File: src/rtl/scan_bank_pkg.sv
package scan_bank_pkg;

    localparam int MIN_LEN = 4;
    localparam int MAX_LEN = 64;

    typedef enum logic [1:0] {
        MODE_CAPTURE = 2'd0,
        MODE_RUN     = 2'd1,
        MODE_SHIFT   = 2'd2
    } bank_mode_e;

    typedef struct packed {
        logic run_bit;
        logic cap_bit;
        logic chain_bit;
    } cell_src_t;

    // Scan wins over the functional load when both enables are high.
    function automatic bank_mode_e pick_mode(input logic scan_en, input logic run_en);
        if (scan_en) begin
            return MODE_SHIFT;
        end else if (run_en) begin
            return MODE_RUN;
        end
        return MODE_CAPTURE;
    endfunction

endpackage

File: src/rtl/scan_mode_ctl.sv
module scan_mode_ctl
    import scan_bank_pkg::*;
(
    input  logic       scan_en,
    input  logic       run_en,
    output bank_mode_e mode
);

    always_comb begin
        mode = pick_mode(scan_en, run_en);
    end

endmodule

File: src/rtl/scan_bank_cell.sv
module scan_bank_cell
    import scan_bank_pkg::*;
(
    input  logic       clk,
    input  logic       rst,
    input  bank_mode_e mode,
    input  cell_src_t  src,
    output logic       q
);

    logic q_next;

    always_comb begin
        unique case (mode)
            MODE_SHIFT: q_next = src.chain_bit;
            MODE_RUN:   q_next = src.run_bit;
            default:    q_next = src.cap_bit;
        endcase
    end

    always_ff @(posedge clk) begin
        if (rst) begin
            q <= 1'b0;
        end else begin
            q <= q_next;
        end
    end

endmodule

File: src/rtl/scan_reg_bank.sv
module scan_reg_bank
    import scan_bank_pkg::*;
#(
    parameter int CHAIN_LEN = 8
) (
    input  logic                 clk,
    input  logic                 rst,
    input  logic                 scan_en,
    input  logic                 run_en,
    input  logic                 scan_in,
    input  logic [CHAIN_LEN-1:0] run_d,
    input  logic [CHAIN_LEN-1:0] cap_d,
    output logic [CHAIN_LEN-1:0] q_o,
    output logic                 scan_out
);

    localparam int LAST = CHAIN_LEN - 1;

    bank_mode_e             mode;
    logic [CHAIN_LEN-1:0]   cell_q;
    cell_src_t              src [CHAIN_LEN];

    scan_mode_ctl u_ctl (
        .scan_en (scan_en),
        .run_en  (run_en),
        .mode    (mode)
    );

    for (genvar i = 0; i < CHAIN_LEN; i++) begin : g_cell
        if (i == 0) begin : g_head
            assign src[i].chain_bit = scan_in;
        end else begin : g_link
            assign src[i].chain_bit = cell_q[i-1];
        end
        assign src[i].run_bit = run_d[i];
        assign src[i].cap_bit = cap_d[i];

        scan_bank_cell u_cell (
            .clk  (clk),
            .rst  (rst),
            .mode (mode),
            .src  (src[i]),
            .q    (cell_q[i])
        );
    end

    assign q_o      = cell_q;
    assign scan_out = cell_q[LAST];

    // Reset state
    assert_reset_clear_R1: assert property (@(posedge clk)
        rst |=> (q_o == '0 && scan_out == 1'b0));

    // Run mode loads the functional word
    assert_run_load_R2: assert property (@(posedge clk) disable iff (rst)
        (!scan_en && run_en) |=> q_o == $past(run_d));

    // Shift by one; also covers scan priority over run_en
    assert_shift_step_R3: assert property (@(posedge clk) disable iff (rst)
        scan_en |=> q_o == {$past(q_o[LAST-1:0]), $past(scan_in)});

    // Capture mode samples the observed word
    assert_capture_load_R4: assert property (@(posedge clk) disable iff (rst)
        (!scan_en && !run_en) |=> q_o == $past(cap_d));

    // Serial output follows the neighbour of the last cell after a shift
    assert_scan_out_step_R6: assert property (@(posedge clk) disable iff (rst)
        scan_en |=> scan_out == $past(q_o[LAST-1]));

endmodule

File: config.mk
export PLATFORM = sky130hd
export DESIGN_NAME = scan_reg_bank
export DESIGN_NICKNAME = d
export VERILOG_FILES = /design/src/rtl/scan_bank_pkg.sv /design/src/rtl/scan_mode_ctl.sv /design/src/rtl/scan_bank_cell.sv /design/src/rtl/scan_reg_bank.sv
export SDC_FILE = /design/constraint.sdc
export NUM_CORES = 1
export LEC_CHECK = 0
export BUFFER_PORTS_ARGS = -buffer_cell sky130_fd_sc_hd__buf_2
export CAP_MARGIN = 10
export CORE_AREA = 4 4 41 43
export DETAILED_ROUTE_END_ITERATION = 8
export DIE_AREA = 0 0 45 47
export PLACE_DENSITY = 0.67
export SLEW_MARGIN = 20
export SYNTH_ARGS = -nofsm -noshare
export SYNTH_HDL_FRONTEND = slang
export SYNTH_SLANG_ARGS = --single-unit
File: constraint.sdc
create_clock -name clk -period 0.8 [get_ports clk]
set_input_delay 0.04 -clock clk [delete_from_list [all_inputs] [get_ports clk]]
set_output_delay 0.04 -clock clk [all_outputs]
set_load 0.005 [all_outputs]
# ---- Word level (Yosys, flattened, before mapping)
# Index checks and enable logic that the tools add are counted.
dict set report totals {
  mem_count 0
  ramBits 0
  mem_bits_ro 0
  latchBits 0
  elab_cells 23
  regBits 8
}
dict set report classes {
  n_reduce_logical 0
  order_cmp 0
  n_div 0
  eq_ne 2
  mux 13
  shifts 0
  n_addsub 0
  multipliers 0
  n_bitwise 0
}
# op n
set ops {}
lappend ops {{1-bit case mux with 2 select lines} 8}
lappend ops {{2-bit 2-to-1 mux} 3}
lappend ops {{2-bit by 1-bit equality test with 1-bit output (second input constant)} 1}
lappend ops {{2-bit equality test (second input constant)} 1}
lappend ops {{1-bit 2-to-1 mux} 2}

# ---- Logic depth before layout (Yosys ltp)
dict set report logic_depth {
  ltp_word 5
  depth_mapped 3
  mapped_depth_nobuf 2
}

# ---- Cells and area by module
# From an unflattened synthesis, not the netlist that was laid out.
dict set report hier_totals {
  cells_unflattened 67
  area_unflattened_um2 648.1
}
# module area_each_um2 cells_per_inst n_inst
set by_module_without_submodules {}
lappend by_module_without_submodules {scan_bank_cell 78.8 8 8}
lappend by_module_without_submodules {scan_mode_ctl 10.0 2 1}
lappend by_module_without_submodules {scan_reg_bank 7.5 1 1}

# ---- Least setup slack after synthesis
# OpenSTA, ideal clock, no wires.
dict set report synth_timing {
  path_type {reg2reg}
  from {register g_cell[0].u_cell.q}
  to {register g_cell[1].u_cell.q}
  setup_time_ns 0.086
  n_path_buf 0
  synth_period_minus_slack_ns 0.599
  required_time_ns 0.714
  t_arrival_ns 0.514
  stages_incl_launch_ff 3
  slack_ns 0.201
  cell_sequence {dfxtp_1 nor2b_1 a211oi_1}
}
dict set report synth_via {
  elab_chain_len 1
}
# item line_no
set synth_lines {}
lappend synth_lines {{start: declaration} scan_bank_cell.sv:8} ;# output logic q
lappend synth_lines {{start signal: assignment} scan_bank_cell.sv:25} ;# q <= q_next;
lappend synth_lines {{1-bit case mux with 2 select lines} scan_bank_cell.sv:14} ;# unique case (mode)
lappend synth_lines {{end signal: assignment} scan_bank_cell.sv:25}
lappend synth_lines {{end: declaration} scan_bank_cell.sv:8}
# Every way passes these cells.
# A chain may end at the register's enable or synchronous reset.

# ---- Final worst setup path
dict set report layout_timing {
  from {register g_cell[0].u_cell.q}
  to {output port q_o[0]}
}
# item line_no
set layout_lines {}
lappend layout_lines {{end: declaration} scan_reg_bank.sv:13} ;# output logic [CHAIN_LEN-1:0] q_o,
# No word-level cell between the ends.

==> results.cfg <==
[status]
status = complete, no violations

[routing]
ant_nets = 0
num_vias = 367
wl_per_cell_um = 11.2
drt_wl_total_um = 892
drtIter0Drc = 1
drc_errors = 0
drt_pass1_iterations = 2
vias_per_cell = 4.59

[timing]
worst_pin_slew_ns = 0.243
slew_viol_final = 0
fin_skew_ns = 0.00561
fin_crit_ns = 0.747
min_period_over_period_pct = 93.4
finalSetupViolations = 0
grt_setup_unrepaired = no
finalSetupTns_ns = 0
finalHoldViolations = 0
timing.fmax_mhz = 1340
maxSlewHeadroom_pct = 83.8

[yosys]
synth_simple_gate_area_share_pct = 11.7
synthCells = 43
synth_xor_area_share_pct = 0
synthAdderAreaFrac_pct = 0
synth_compound_area_share_pct = 14.0
synth_top_family_by_area = multiplexers
synthMuxAreaShare_pct = 18.7
yosys-top-cells-count = 8 x a211oi_1, 8 x buf_4, 8 x dfxtp_1, 8 x mux2i_1, 8 x nor2b_1
ys.flop_type = dfxtp_1
ys_seq_area_share_pct = 37.3
synth_area_um2 = 429
ys_warn_count = 0
synth.distinct_cells = 8
synth_seq_cells = 8
syn-num-nets = 64
synth_top_cell_by_area = dfxtp_1
yosysTopAreaCellShare_pct = 37.3
synth_edf_count = 0
synth_area_leaders = dfxtp_1 37%, mux2i_1 19%, a211oi_1 14%
postSynthAreaPerCell_um2 = 9.98
synth-async-reset-ratio_pct = 0

[global_routing]
grt_max_degree = 10
grt.met3_usage_pct = 3.45
grt_use_total_pct = 9.20
antenna_found_initial = 0
grt_busiest_layer = met2
grt_pass1_wl_um = 1390
overflow = 0
use_met2_pct = 13.3
grt_pass1_vias = 350
met1_usage_pct = 11.7

[critical_path]
cp_cell_sequence = buf_2
worstPathMaxFanout = 2
max_stage_delay_ns = 0.34
cp_top_family = flip-flops
slowest_stage = dfxtp_1
critPathArrivalTime_ns = 0.71
r2r-start = g_cell[0].u_cell.q$_SDFF_PP0_
cp.required_ns = 0.76
path_buf_inv = 1
cp-end-kind = primary output
crit_start = g_cell[0].u_cell.q$_SDFF_PP0_
crit_type = flop to primary output
worstSetupStartpointType = flop

[die]
row_count = 13
die_w_um = 45
pin_count = 30
dieArea_um2 = 2120
start_util_pct = 33.0
core_area_um2 = 1300
chipHeight_um = 47

[placement]
postPlaceCellArea_um2 = 518
portBuffers = 29
place.detailed.hpwl_um = 740
gp_congestion = 0.711

[finish]
top_register = g_cell.u_cell.q
reg_top3 = g_cell.u_cell.q x8
largest_register_ffs = 8
layout-drive-gt1-share_pct = 50.8
syn_to_final_growth_pct = 25.9
fin_area_um2 = 541
nets = 88
fillers = 148
diodes = 0

[min_path]
worstHoldStart = rst
holdCritPathClass = input pin to flop

[clock_network]
htree_levels = 1
postCtsHoldBufs = 0
cts_root_buffer = clkbuf_4
cts_tree = built
post_cts_buffers = 0
cts.path.max_buffers = 2
clk_pin_slew_ns = 0.06
numCtsBuffers = 3
clock-sinks = 8
post_cts_resized = 0
clk-insertion-delay-late_ns = 0.25

[power_and_ir_drop]
pwr_density_cell_nw_per_um2 = 1700
power.leakage_nw = 0.283
peakVddDrop_mv = 0.649

[job]
maxCapViolCount = 0
==> report_power, final <==
part	internal [mW]	total, mW	switching (mW)
clock	0.171	0.304	0.133
sequential	0.429	0.442	0.0130
combinational	0.0973	0.170	0.0729
==> layout by cell type, fill, tap and decap left out <==
cell type | Yosys | final
buf_2 | 0 | 29
mux2i_1 | 8 | 8
nor2b_1 | 8 | 8
a211oi_1 | 8 | 8
dfxtp_1 | 8 | 8
clkbuf_4 | 0 | 3
inv_2 | 1 | 1
==> cell type report <==
cell class                 instances  area, um2  share of cell area, %
multi-input combinational         24        190                   35.2
sequential                         8        160                   29.6
timing repair buffer              29        145                   26.9
clock buffer                       3       22.5                   4.17
tap                               15       18.8                   3.47
inverter                           1       3.75                  0.694
==> logic make-up (layout without fill, tap and decap cells) <==
group                  Yosys count  count (layout)
and+or+nand+nor                  8               8
muxes                            8               8
AOI/OAI and AO/OA                8               8
DFF                              8               8
buffers and inverters           11              33
==> path summary, 6_finish.rpt <==
check	end	slack, ns	cells after the start
max	q_o[0]	0.05	1
min	g_cell[0].u_cell.q$_SDFF_PP0_	0.06	2
max reg2reg	g_cell[1].u_cell.q$_SDFF_PP0_	0.14	2
min reg2reg	g_cell[7].u_cell.q$_SDFF_PP0_	0.50	2
==> layer usage <==
layer,wire length (um),share of wire [%],vias up
met2,422,47,19
met3,95,11,0
li1,-,-,188
met4,0,0,0
met5,0,0,-
met1,373,42,160
==> through the flow <==
stage	std cells	hold WS, ns	utilization (%)	setup WS [ns]	total power, mW
finish	80	0.0614	41.5	0.0531	0.917
global route	80	0.0644	41.5	0.00869	0.980
CTS	80	0.0647	41.5	0.0529	0.929
detailed placement	77	0.329	39.8	0.0672	0.625
global placement	77	0.328	39.8	0.110	0.622
floorplan	43	0.231	-	0.201	0.575
Note: power is estimated with default switching activity, not from simulation.
